### src/rtl/bkp_pkg.sv
package bkp_pkg;
    localparam int NCH       = 2;
    localparam int AW        = 32;
    localparam int DW        = 32;
    localparam int IW        = 8;
    localparam int RIW       = 4;
    localparam int CW        = 10;
    localparam int CH_STRIDE = 4;
    localparam int OFS_ADDR  = 0;
    localparam int OFS_AMSK  = 1;
    localparam int OFS_ASID  = 2;
    localparam int OFS_COND  = 3;
    localparam logic [RIW-1:0] IDX_BDATA = RIW'(NCH*CH_STRIDE);
    localparam logic [RIW-1:0] IDX_BDMSK = RIW'(NCH*CH_STRIDE + 1);
    localparam logic [RIW-1:0] IDX_CTRL  = RIW'(NCH*CH_STRIDE + 2);
    localparam logic [RIW-1:0] IDX_STAT  = RIW'(NCH*CH_STRIDE + 3);

    typedef enum logic [1:0] {
        SZ_ANY  = 2'b00,
        SZ_BYTE = 2'b01,
        SZ_WORD = 2'b10,
        SZ_LONG = 2'b11
    } size_e;

    // condition word, LSB first: asid_chk, bus_sel, kind_sel, dir_sel, size_sel, data_chk
    typedef struct packed {
        logic       data_chk;
        logic [1:0] size_sel;
        logic [1:0] dir_sel;
        logic [1:0] kind_sel;
        logic [1:0] bus_sel;
        logic       asid_chk;
    } cond_t;

    typedef struct packed {
        logic [AW-1:0] addr;
        logic [AW-1:0] amask;
        logic [IW-1:0] asid;
        cond_t         cond;
    } chan_cfg_t;

    typedef struct packed {
        logic [DW-1:0] data;
        logic [DW-1:0] dmask;
    } data_cfg_t;

    typedef struct packed {
        logic          valid;
        logic [AW-1:0] addr;
        logic [DW-1:0] data;
        logic [IW-1:0] asid;
        logic          ext;
        logic          fetch;
        logic          write;
        logic [1:0]    size;
    } bus_cyc_t;

    function automatic logic [RIW-1:0] reg_index(input int ch, input int ofs);
        return RIW'(ch*CH_STRIDE + ofs);
    endfunction

    // two-bit selector: bit0 admits case a, bit1 admits case b
    function automatic logic sel_ok(input logic [1:0] sel, input logic a, input logic b);
        return (sel[0] & a) | (sel[1] & b);
    endfunction

    function automatic logic masked_eq(input logic [AW-1:0] x, input logic [AW-1:0] y,
                                       input logic [AW-1:0] ign);
        return ((x ^ y) & ~ign) == '0;
    endfunction
endpackage

### src/rtl/bkp_regs.sv
module bkp_regs import bkp_pkg::*; (
    input  logic           clk,
    input  logic           rst,
    input  logic           we,
    input  logic [RIW-1:0] idx,
    input  logic [DW-1:0]  wdata,
    output chan_cfg_t      cfg_a,
    output chan_cfg_t      cfg_b,
    output data_cfg_t      dcfg_b,
    output logic           seq_mode,
    output logic           ctrl_wr,
    output logic           stat_wr,
    output logic [1:0]     stat_keep
);
    for (genvar c = 0; c < NCH; c++) begin : g_ch
        chan_cfg_t q;
        always_ff @(posedge clk) begin
            if (rst) begin
                q.addr  <= '0;
                q.amask <= '0;
                q.asid  <= '0;
                q.cond  <= '0;
            end else if (we) begin
                if (idx == reg_index(c, OFS_ADDR)) q.addr  <= wdata;
                if (idx == reg_index(c, OFS_AMSK)) q.amask <= wdata;
                if (idx == reg_index(c, OFS_ASID)) q.asid  <= wdata[IW-1:0];
                if (idx == reg_index(c, OFS_COND)) q.cond  <= cond_t'(wdata[CW-1:0]);
            end
        end
    end

    assign cfg_a = g_ch[0].q;
    assign cfg_b = g_ch[1].q;

    always_ff @(posedge clk) begin
        if (rst) begin
            dcfg_b   <= '0;
            seq_mode <= 1'b0;
        end else if (we) begin
            if (idx == IDX_BDATA) dcfg_b.data  <= wdata;
            if (idx == IDX_BDMSK) dcfg_b.dmask <= wdata;
            if (idx == IDX_CTRL)  seq_mode     <= wdata[0];
        end
    end

    assign ctrl_wr   = we && (idx == IDX_CTRL);
    assign stat_wr   = we && (idx == IDX_STAT);
    assign stat_keep = wdata[1:0];

    logic unused_wd;
    assign unused_wd = ^wdata[DW-1:CW];
endmodule

### src/rtl/bkp_chan.sv
module bkp_chan import bkp_pkg::*; #(
    parameter bit HAS_DATA = 1'b0
) (
    input  logic      clk,
    input  logic      rst,
    input  chan_cfg_t cfg,
    input  data_cfg_t dcfg,
    input  bus_cyc_t  cyc,
    output logic      hit
);
    logic eff_write, addr_ok, asid_ok, bus_ok, kind_ok, dir_ok, size_ok, data_ok;

    // a fetch is a read no matter what the write line says
    assign eff_write = cyc.write & ~cyc.fetch;
    assign addr_ok   = masked_eq(cyc.addr, cfg.addr, cfg.amask);
    assign asid_ok   = ~cfg.cond.asid_chk | (cyc.asid == cfg.asid);
    assign bus_ok    = sel_ok(cfg.cond.bus_sel,  ~cyc.ext,   cyc.ext);
    assign kind_ok   = sel_ok(cfg.cond.kind_sel, cyc.fetch,  ~cyc.fetch);
    assign dir_ok    = sel_ok(cfg.cond.dir_sel,  ~eff_write, eff_write);
    assign size_ok   = (cfg.cond.size_sel == SZ_ANY) | (cfg.cond.size_sel == cyc.size);

    if (HAS_DATA) begin : g_data
        assign data_ok = ~cfg.cond.data_chk | masked_eq(cyc.data, dcfg.data, dcfg.dmask);
    end else begin : g_nodata
        logic unused_d;
        assign unused_d = ^{dcfg, cyc.data, cfg.cond.data_chk};
        assign data_ok  = 1'b1;
    end

    assign hit = cyc.valid & addr_ok & asid_ok & bus_ok & kind_ok & dir_ok & size_ok & data_ok;

    AST_FETCH_NEVER_WRITE: assert property (@(posedge clk) disable iff (rst)
        (cyc.valid && cyc.fetch && cfg.cond.dir_sel == 2'b10) |-> !hit);
endmodule

### src/rtl/bkp_seq.sv
module bkp_seq import bkp_pkg::*; (
    input  logic       clk,
    input  logic       rst,
    input  logic       seq_mode,
    input  logic       ctrl_wr,
    input  logic       stat_wr,
    input  logic [1:0] stat_keep,
    input  logic       match_a,
    input  logic       match_b,
    input  logic       cyc_fetch,
    output logic       brk_req,
    output logic       brk_before,
    output logic       hit_a,
    output logic       hit_b
);
    logic arm_q;
    logic clr_a, clr_b;

    assign brk_req    = seq_mode ? (match_b & arm_q) : (match_a | match_b);
    assign brk_before = brk_req & cyc_fetch;

    always_ff @(posedge clk) begin
        if (rst)                      arm_q <= 1'b0;
        else if (ctrl_wr || brk_req)  arm_q <= 1'b0;
        else if (seq_mode && match_a) arm_q <= 1'b1;
    end

    assign clr_a = stat_wr & ~stat_keep[0];
    assign clr_b = stat_wr & ~stat_keep[1];

    always_ff @(posedge clk) begin
        if (rst) begin
            hit_a <= 1'b0;
            hit_b <= 1'b0;
        end else begin
            hit_a <= match_a | (hit_a & ~clr_a);
            hit_b <= match_b | (hit_b & ~clr_b);
        end
    end

    AST_SEQ_ONE_SHOT: assert property (@(posedge clk) disable iff (rst)
        (seq_mode && brk_req) |=> (!seq_mode || !brk_req));
    AST_HIT_STICKY: assert property (@(posedge clk) disable iff (rst)
        (hit_a && !stat_wr) |=> hit_a);
    AST_RESET_QUIET: assert property (@(posedge clk) disable iff (rst)
        $past(rst) |-> (!hit_a && !hit_b && !arm_q));
endmodule

### src/rtl/bkp_top.sv
module bkp_top import bkp_pkg::*; (
    input  logic           clk,
    input  logic           rst,
    input  logic           cfg_we,
    input  logic [RIW-1:0] cfg_idx,
    input  logic [DW-1:0]  cfg_wdata,
    input  logic           bus_valid,
    input  logic [AW-1:0]  bus_addr,
    input  logic [DW-1:0]  bus_data,
    input  logic [IW-1:0]  bus_asid,
    input  logic           bus_ext,
    input  logic           bus_fetch,
    input  logic           bus_write,
    input  logic [1:0]     bus_size,
    output logic           brk_req,
    output logic           brk_before,
    output logic           hit_a,
    output logic           hit_b
);
    chan_cfg_t  cfg_a, cfg_b;
    data_cfg_t  dcfg_b;
    bus_cyc_t   cyc;
    logic       seq_mode, ctrl_wr, stat_wr;
    logic [1:0] stat_keep;
    logic       match_a, match_b;

    assign cyc = '{valid: bus_valid, addr: bus_addr, data: bus_data, asid: bus_asid,
                   ext: bus_ext, fetch: bus_fetch, write: bus_write, size: bus_size};

    bkp_regs u_regs (
        .clk(clk), .rst(rst), .we(cfg_we), .idx(cfg_idx), .wdata(cfg_wdata),
        .cfg_a(cfg_a), .cfg_b(cfg_b), .dcfg_b(dcfg_b), .seq_mode(seq_mode),
        .ctrl_wr(ctrl_wr), .stat_wr(stat_wr), .stat_keep(stat_keep)
    );

    bkp_chan #(.HAS_DATA(1'b0)) u_chan_a (
        .clk(clk), .rst(rst), .cfg(cfg_a), .dcfg('0), .cyc(cyc), .hit(match_a)
    );

    bkp_chan #(.HAS_DATA(1'b1)) u_chan_b (
        .clk(clk), .rst(rst), .cfg(cfg_b), .dcfg(dcfg_b), .cyc(cyc), .hit(match_b)
    );

    bkp_seq u_seq (
        .clk(clk), .rst(rst), .seq_mode(seq_mode), .ctrl_wr(ctrl_wr),
        .stat_wr(stat_wr), .stat_keep(stat_keep), .match_a(match_a), .match_b(match_b),
        .cyc_fetch(bus_fetch), .brk_req(brk_req), .brk_before(brk_before),
        .hit_a(hit_a), .hit_b(hit_b)
    );

    AST_BRK_NEEDS_CYCLE: assert property (@(posedge clk) disable iff (rst)
        brk_req |-> bus_valid);
endmodule

### config.mk
export PLATFORM = sky130hd
export DESIGN_NAME = bkp_top
export DESIGN_NICKNAME = d
export VERILOG_FILES = /design/src/rtl/bkp_pkg.sv /design/src/rtl/bkp_regs.sv /design/src/rtl/bkp_chan.sv /design/src/rtl/bkp_seq.sv /design/src/rtl/bkp_top.sv
export SDC_FILE = /design/constraint.sdc
export NUM_CORES = 1
export LEC_CHECK = 0
export BUFFER_PORTS_ARGS = -buffer_cell sky130_fd_sc_hd__buf_2
export CORE_UTILIZATION = 55
export CTS_CLUSTER_SIZE = 40
export DETAILED_ROUTE_END_ITERATION = 12
export PLACE_DENSITY = 0.76
export SYNTH_ARGS = -nofsm -noshare
export SYNTH_HDL_FRONTEND = slang
export SYNTH_SLANG_ARGS = --single-unit
### constraint.sdc
create_clock -name clk -period 2.8 [get_ports clk]
set_input_delay 0.56 -clock clk [delete_from_list [all_inputs] [get_ports clk]]
set_output_delay 0.56 -clock clk [all_outputs]
set_load 0.005 [all_outputs]
== Word level (Yosys, flattened, before mapping) ==
Index checks and enable logic that the tools add are counted.

* Equality and inequality tests: 15
* Muxes and demuxes: 1
* Bitwise operators: 65
* Reductions and logical operators: 22

{| class="wikitable"
|+ Operators with widths
! kind !! number
|-
| $and 32x32->32 || 3
|-
| $logic_not 32->1 || 3
|-
| $not 32->32 || 3
|-
| $xor 32x32->32 || 3
|-
| $and 1x1->1 || 32
|-
| $reduce_and 2->1 || 11
|-
| $eq 4x3->1 const B || 4
|-
| $eq 4x4->1 const B || 4
|-
| $eq 8x8->1 || 2
|-
| $or 1x1->1 || 14
|-
| $not 1->1 || 10
|-
| $eq 4x2->1 const B || 2
|-
| $eq 2x2->1 || 2
|-
| $eq 4x1->1 const B || 1
|-
| $logic_not 2->1 || 2
|-
| $logic_not 4->1 || 1
|-
| $logic_and 1x1->1 || 3
|-
| $reduce_or 2->1 || 1
|-
| $logic_or 1x1->1 || 1
|-
| $mux 1 || 1
|}

* Flip-flop bits (word level): 231
* Bits of input ports: 117
* Output and inout bits: 4
* Logic and storage cells: 126

== Longest topological paths before layout ==
Gate-level depths: netlist (run 1).

* Word-level depth: 14
* Depth in mapped cells: 7
* Gate-level depth less buffers: 7

== By module ==
Synthesis (run 1) repeated with hierarchy kept, for this count alone.

* Cell total of the unflattened synthesis: 1,034
* Area, all modules: 10,746.6 sq um

{| class="wikitable"
|+ By module, submodules not included
! module !! instances !! cells each !! area each (sq um) !! seq. area each (sq um)
|-
| bkp_regs || 1 || 801 || 8,966.1 || 4,584.4
|-
| bkp_chan at u_chan_b || 1 || 132 || 1,019.7 || 0.0
|-
| bkp_chan at u_chan_a || 1 || 81 || 600.6 || 0.0
|-
| bkp_seq || 1 || 19 || 156.4 || 60.1
|-
| bkp_top || 1 || 1 || 3.8 || 0.0
|}

== Least setup slack after synthesis (run 1) ==
Ideal clock, no wire load.

* Kind: input to output
* From: in bus_data[23]
* To: out brk_before
* Data arrival time: 1,899 ps
* Required time: 2,240 ps
* Setup slack: 341 ps
* Stages on the path: 7
* Buffers on the path: 0
* Cell sequence: xnor2_1 -> o22ai_1 -> nor4_1 -> nand4_1 -> a2111oi_2 -> o21bai_1 -> a21boi_1

* Cells in the longest elaborated chain, start to end: 8
* Elaborated cells on any way between the ends: 9
* Classes of those cells: 1 x mux; 7 x bitwise; 1 x reduce/logical

{| class="wikitable"
|+ RTL lines
! what !! line !! text
|-
| start: declaration || bkp_top.sv:9 || <nowiki>input logic [DW-1:0] bus_data,</nowiki>
|-
| $xor 32x32->32 * || bkp_pkg.sv:69 || <nowiki>return ((x ^ y) & ~ign) == '0;</nowiki>
|-
| $and 32x32->32 * || bkp_pkg.sv:69 ||
|-
| $logic_not 32->1 * || bkp_pkg.sv:69 ||
|-
| $or 1x1->1 * || bkp_chan.sv:23 || <nowiki>assign data_ok = ~cfg.cond.data_chk | masked_eq(cyc.data, dcfg.data, dcfg.dmask);</nowiki>
|-
| $and 1x1->1 * || bkp_chan.sv:30 || <nowiki>assign hit = cyc.valid & addr_ok & asid_ok & bus_ok & kind_ok & dir_ok & size_ok & data_ok;</nowiki>
|-
| $or 1x1->1 or $and 1x1->1 (tied branches) || bkp_seq.sv:19 || <nowiki>assign brk_req = seq_mode ? (match_b & arm_q) : (match_a | match_b);</nowiki>
|-
| $mux 1 * || bkp_seq.sv:19 ||
|-
| $and 1x1->1 * || bkp_seq.sv:20 || <nowiki>assign brk_before = brk_req & cyc_fetch;</nowiki>
|-
| end: declaration || bkp_top.sv:16 || <nowiki>output logic brk_before,</nowiki>
|}

Mark *: on every way between the ends. The rest lies on a longest branch, timed or not.

== Final worst setup path (run 1) ==
* From: reg u_regs.g_ch[1].q, in the netlist u_regs.cfg_b[78]
* To: out brk_before

* Cells in the longest elaborated chain, start to end: 13
* Elaborated cells on any way between the ends: 14
* Classes of those cells: 1 x mux; 12 x bitwise; 1 x reduce/logical

{| class="wikitable"
|+ RTL lines
! what !! line !! text
|-
| start: declaration || bkp_regs.sv:16 || <nowiki>chan_cfg_t q;</nowiki>
|-
| $xor 32x32->32 * || bkp_pkg.sv:69 ||
|-
| $and 32x32->32 * || bkp_pkg.sv:69 ||
|-
| $logic_not 32->1 * || bkp_pkg.sv:69 ||
|-
| $and 1x1->1 * (7 in a row) || bkp_chan.sv:30 ||
|-
| $or 1x1->1 or $and 1x1->1 (tied branches) || bkp_seq.sv:19 ||
|-
| $mux 1 * || bkp_seq.sv:19 ||
|-
| $and 1x1->1 * || bkp_seq.sv:20 ||
|}

Marks and branches as above.

==> results.txt, run 1 <==
Worst path slowest cell: a2111oi_2
Diodes inserted: 0
Pleak: 4.03 nW
Post-layout minimum cycle time: 3180 ps
Total wire length: 27.1 mm
Pre-Repair DR Iteration Count: 5
Peak VDD IR: 0.442 mV
FF+latch area: 4630 sq um
Sum of buffers and inverters on the critical path: 3
Port-buffer cells: 120
Io pins: 121
Ys Warns: 0
DRC Markers: 0
First DRT Iteration DRCs: 586
Hold Path Sink: u_regs.dcfg_b[59]
NetSw: 1.65 mW
Hold Path Origin: cfg_wdata[27]
CTS Buf Count: 24
CTS tree: built
# setup viols final: 2
Chip Height: 134 um
Tcrit/Tclk final: 114%
Worst-path fanout max: 3
Initial antenna violation count: 0
Placement Setup Slack: -331 ps
DP Wirelength: 18.0 mm
Total of fill cells in the finished design: 1463
Most common cell after layout, fill and taps aside: nand2_1
Slew Limit Fails: 0
Hold path cells: 3
Yosys reg bits: 231
Ys async rst share: 0%
Top FF cell, synth: dfxtp_1
Syn Area/Cell: 7.98 sq um
Skew final: 10.1 ps
Cells after Synth: 1208
Delay-heaviest family, CP: compound AO/OA/AOI/OAI gates
Worst slew pin tran: 770 ps
Yosys cell types: 33
R2R cell count: 7
DR vias: 8716
Largest net degree at the start of global routing: 78
Worst r2r src: u_regs.cfg_a[64]
Per-cell routed wire length: 17.4 um
Clk root buf: clkbuf_16
Sw frac: 23.1%
First-pass GRT wire length: 41.9 mm
Placeable Area: 17200 sq um
Non-filler cells, final: 1560
Multi-input gate area: 4760 sq um
Sequential area share after synthesis: 48.0%
Worst R2R End: u_seq.arm_q
Worst Slack Setup Final: -381 ps
HP Class: input pin to flip-flop
Vias per inst: 5.59
Clock power frac: 45.5%
Critical path type: flip-flop to output pin
Worst Path Arrival: 2620 ps
Grt total ovfl: 0
Clk sinks: 231
Die ar.: 18100 sq um
EDFF count, synth: 0
Power Density: 625 nW/um^2
Routability cong.: 0.845
Worst path required time: 2240 ps
H-tree lvl count: 1
Fmax: 314 MHz
Fin. Hold Viols: 0
CP dominant cell by count: buf_4
Cell Rows: 48
Final Util: 66.8%
Clk buf depth: 3
Post-Syn Area: 9640 sq um
Area Overhead vs Synth: 19.1%
Vias in the first global route: 8185
Violated checks: negative setup slack
Worst setup SP type: flip-flop
Crit. End Element: output pin
DP Cell Count: 1517
Sequential power share: 46.8%
Die X: 134 um
Final instance area: 11500 sq um
P_int: 5.51 mW
Logic pwr share: 7.8%
Clk Latency, worst-skew pair: 510 ps
Maximum Capacitance Violations: 0
CP cell instances: xnor2_2 > o22ai_1 > nor4_1 > buf_4 > nand4_1 > a2111oi_2 > buf_4 > nand2_2 > a21boi_1 > buf_2
Unrepaired setup endpoints after global routing: yes
R2r setup slk: 480 ps
Largest stage delay, worst path: 360 ps
Clk slew on worst S/H paths: 60 ps
Commonest non-fill, non-tap cells in the layout: nand2_1 (392), dfxtp_1 (228), a21oi_1 (197)
Slew margin rel.: 48.7%
Share of cells above drive strength 1: 16.9%
Detail Route Antenna Nets: 0
Status: finished, violations left
Total track usage: 29.8%
Post-CTS Setup Inserts: 0
Final #Nets: 1435
Synth Net Count: 1325
Dpl cell area: 10600 sq um
Initial Utilization: 56.1%
[sequential cells by signal, summed over array words and instances (netlist names)]
name,count
u_regs.cfg_a,81
u_seq.hit_a,1
u_seq.hit_b,1
u_regs.seq_mode,1
u_regs.cfg_b,82
u_seq.arm_q,1
u_regs.dcfg_b,64
[worst min-delay path: cells and delay by family]
family	cells	cell delay, ps
AO/OA/AOI/OAI	1	50
AND/OR/NAND/NOR	1	70
buffers and inverters	1	150
[power groups by stage]
stage          combinational [mW]  sequential, mW  clock, mW
3_5_place_dp                0.541            3.43          0
2_1_floorplan               0.276            3.42          0
3_3_place_gp                0.537            3.42          0
6_report                    0.555            3.35       3.26
4_1_cts                     0.547            3.35       3.29
5_1_grt                     0.590            3.36       3.41
[area by class of cell]
cell class / count / area share (%)
clock inverters: 11 / 0.960
inverters: 5 / 0.164
multi-input cells: 893 / 41.5
clock buffers: 32 / 6.21
well taps: 225 / 2.45
flip-flops and latches: 231 / 40.3
repair buffers: 163 / 8.43
[logic make-up (layout without fill, tap and decap cells)]
group / count (synthesis) / count (layout) / synth area share, %
flip-flops: 231 / 231 / 48.0
XOR/XNOR: 112 / 112 / 10.2
multiplexers: 41 / 41 / 4.28
AND/OR/NAND/NOR: 483 / 483 / 20.1
AO/OA/AOI/OAI: 257 / 257 / 14.2
buffers and inverters: 84 / 211 / 3.28
[cells in the mapped netlist, types with 2 or more instances]
cell | instances | share of area (%)
nand3_1 | 4 | 0.21
or3_1 | 2 | 0.13
mux2i_1 | 39 | 4.1
and3_1 | 2 | 0.13
o21ai_0 | 10 | 0.52
nand2_1 | 393 | 15
clkbuf_1 | 78 | 3.0
nand2b_1 | 4 | 0.26
inv_1 | 5 | 0.19
dfxtp_1 | 231 | 48
xnor2_1 | 112 | 10
nor2_1 | 46 | 1.8
nand4_1 | 8 | 0.52
nor3_1 | 3 | 0.16
nor4_1 | 12 | 0.78
nor3b_1 | 2 | 0.16
o22ai_1 | 44 | 2.9
nor2b_1 | 2 | 0.13
a21oi_1 | 197 | 10
[layer usage]
layer  vias to the layer above  track usage [%]  part of all wire (%)
li1                       4202                -                     -
met1                      4137             39.2                    42
met2                       322             49.9                    48
met3                        55             3.63                   7.4
met4                         0             11.3                   3.2
met5                         -                0                     0
[timing repair]
item	in CTS	in global routing
pin swaps	7	4
endpoints found under the setup margin	2	2
gates resized for setup	3	6
hold buffers	0	0
[worst max-delay path by stage]
stage | startpoint | endpoint | cells past startpoint
5_1_grt | u_regs.dcfg_b[36] | brk_before | 9
4_1_cts | u_regs.dcfg_b[51] | brk_before | 10
3_3_place_gp | bus_data[19] | brk_before | 11
3_5_place_dp | bus_data[21] | brk_before | 11
2_1_floorplan | bus_data[23] | brk_before | 7
6_report | u_regs.cfg_b[78] | brk_before | 10
[metrics by stage]
| stage | hold WS (ps) | power, mW | setup TNS, ps |
|---|---|---|---|
| after global placement | 440 | 3.96 | -500 |
| after global routing | 364 | 7.36 | -856 |
| after detailed placement | 447 | 3.97 | -571 |
| final | 360 | 7.17 | -680 |
| after CTS | 352 | 7.19 | -772 |
| after floorplan | 433 | 3.70 | 0 |
Note: power is estimated with default switching activity, not from simulation.
==> inputs of run 2 (changes only) <==
- BUFFER_PORTS_ARGS: -buffer_cell sky130_fd_sc_hd__buf_2 -> not set
- DONT_BUFFER_PORTS: not set -> 1
- PLACE_DENSITY: 0.76 -> 0.7
- SKIP_CTS_REPAIR_TIMING: not set -> 1
==> results.txt, run 2 (synthesis results as in run 1) <==
Status: finished, violations left
Violated checks: negative setup slack
Critical path type: flip-flop to output pin
Crit. End Element: output pin
Hold Path Sink: u_seq.hit_a
Maximum Capacitance Violations: 0 (unchanged)
Sequential power share: 48.9% (+2.1 points)
Slew margin rel.: 51.2% (+2.5 points)
Clk slew on worst S/H paths: 60 ps (about the same)
Port-buffer cells: 0 (-100%)
Diodes inserted: 0 (unchanged)
Hold Path Origin: rst
Detail Route Antenna Nets: 0 (unchanged)
Sw frac: 21.4% (-1.7 points)
Tcrit/Tclk final: 112% (-1.6 points)
Worst slew pin tran: 732 ps (-38.2 ps)
Worst R2R End: u_seq.arm_q
Clk sinks: 231 (unchanged)
Worst path slowest cell: a2111oi_4
P_int: 5.39 mW (-2.3%)
Pre-Repair DR Iteration Count: 5 (unchanged)
CTS Buf Count: 24 (unchanged)
Logic pwr share: 4.2% (-3.6 points)
First-pass GRT wire length: 40.6 mm (-3.3%)
Peak VDD IR: 0.490 mV (+11%)
Commonest non-fill, non-tap cells in the layout: nand2_1 (392), dfxtp_1 (220), a21oi_1 (197)
Chip Height: 134 um (unchanged)
Minimum hold slack: 124 ps (-237 ps)
Grt total ovfl: 0 (unchanged)
R2r setup slk: 320 ps (-160 ps)
Per-cell routed wire length: 18.8 um (+7.9%)
Initial antenna violation count: 0 (unchanged)
First DRT Iteration DRCs: 733 (+25%)
Fmax: 319 MHz (+1.5%)
Share of cells above drive strength 1: 8.33% (-8.5 points)
HP Class: input pin to flip-flop
DR vias: 7921 (-9.1%)
Io pins: 121 (unchanged)
Largest stage delay, worst path: 390 ps (+30 ps)
Slew Limit Fails: 0 (unchanged)
Post-layout minimum cycle time: 3130 ps (-45.9 ps)
Clock power frac: 46.9% (+1.4 points)
Worst-path fanout max: 3 (unchanged)
Clk Latency, worst-skew pair: 510 ps (about the same)
Final instance area: 10700 sq um (-6.4%)
Dpl cell area: 9760 sq um (-8.0%)
H-tree lvl count: 1 (unchanged)
Skew final: 9.97 ps (-0.146 ps)
Worst r2r src: u_regs.cfg_a[78]
Total track usage: 29.2% (-0.57 points)
Area Overhead vs Synth: 11.4%
Final #Nets: 1289 (-10%)
Total of fill cells in the finished design: 1550 (+5.9%)
Unrepaired setup endpoints after global routing: yes
Max reg flops: 82 (unchanged)
Placeable Area: 17200 sq um (unchanged)
Most common cell after layout, fill and taps aside: nand2_1
Worst setup SP type: flip-flop
Vias in the first global route: 7275 (-11%)
Die ar.: 18100 sq um (unchanged)
Delay-heaviest family, CP: simple AND/OR/NAND/NOR gates
Power Density: 638 nW/um^2 (+2.2%)
Placement Setup Slack: -281 ps (+49.7 ps)
Clk buf depth: 3 (unchanged)
R2R cell count: 10 (+3)
CP cell instances: xnor2_2 > o22ai_2 > nor4_2 > nand4_1 > a2111oi_4 > buf_4 > nand2_4 > a21boi_2
Sum of buffers and inverters on the critical path: 1 (-2)
Largest net degree at the start of global routing: 232 (+200%)
Initial Utilization: 56.1% (unchanged)
Clk root buf: clkbuf_16
Pleak: 3.47 nW (-14%)
Die X: 134 um (unchanged)
Total wire length: 26.6 mm (-2.2%)
Hold path cells: 1 (-2)
DP Wirelength: 17.4 mm (-3.3%)
DRC Markers: 0 (unchanged)
CTS tree: built
Worst path required time: 2240 ps (about the same)
# setup viols final: 2 (unchanged)
Fin. Hold Viols: 0 (unchanged)
Vias per inst: 5.60 (+0.26%)
Worst Path Arrival: 2570 ps (-50 ps)
Routability cong.: 0.824 (-2.6%)
NetSw: 1.47 mW (-11%)
Cell Rows: 48 (unchanged)
Worst Slack Setup Final: -335 ps (+45.9 ps)
run 2: cell count changes in the layout (fill, tap and decap cells not counted), sizes merged:
cell / change
buf: -146
clkbuf: -1
clkinv: +1
run 2: power by group through the flow:
stage               Combinational [mW]  Clock [mW]  Sequential, mW
floorplan                        0.276           0            3.42
global placement                 0.271           0            3.42
detailed placement               0.274           0            3.43
CTS                              0.276        3.24            3.35
global route                     0.311        3.38            3.36
finish                           0.286        3.21            3.35
run 2: area by class of cell:
cell class / count / area [sq um] / area share, %
multi-input cells: 893 / 4870 / 45.3
flip-flops and latches: 231 / 4640 / 43.2
clock buffers: 31 / 688 / 6.41
well taps: 225 / 282 / 2.62
repair buffers: 17 / 128 / 1.19
clock inverters: 12 / 115 / 1.07
inverters: 5 / 18.8 / 0.175
run 2: metal layers:
metal	routed length [um]	vias to the layer above	track usage (%)
met3	1960	34	6.31
met2	12800	235	48.0
met4	472	0	8.24
met1	11300	3739	38.6
met5	0	-	0
li1	-	3913	-
run 2: worst max-delay path by stage:
| stage | depth (start not counted) | slack, ps | endpoint | startpoint |
|---|---|---|---|---|
| 5_1_grt | 8 | -400 | brk_before | u_regs.dcfg_b[33] |
| 4_1_cts | 8 | -610 | brk_before | u_regs.dcfg_b[55] |
| 2_1_floorplan | 7 | 340 | brk_before | bus_data[23] |
| 3_3_place_gp | 8 | -260 | brk_before | bus_data[21] |
| 3_5_place_dp | 8 | -280 | brk_before | bus_data[23] |
| 6_report | 8 | -330 | brk_before | u_regs.dcfg_b[33] |
run 2: stage by stage:
step                power (mW)  cells  util [%]  TNS, ps
floorplan                 3.70   1208         -        0
finish                    6.85   1414      62.5     -609
global placement          3.70   1370      56.8     -427
global route              7.05   1414      62.5     -739
detailed placement        3.70   1370      56.8     -466
CTS                       6.87   1413      61.5    -1130
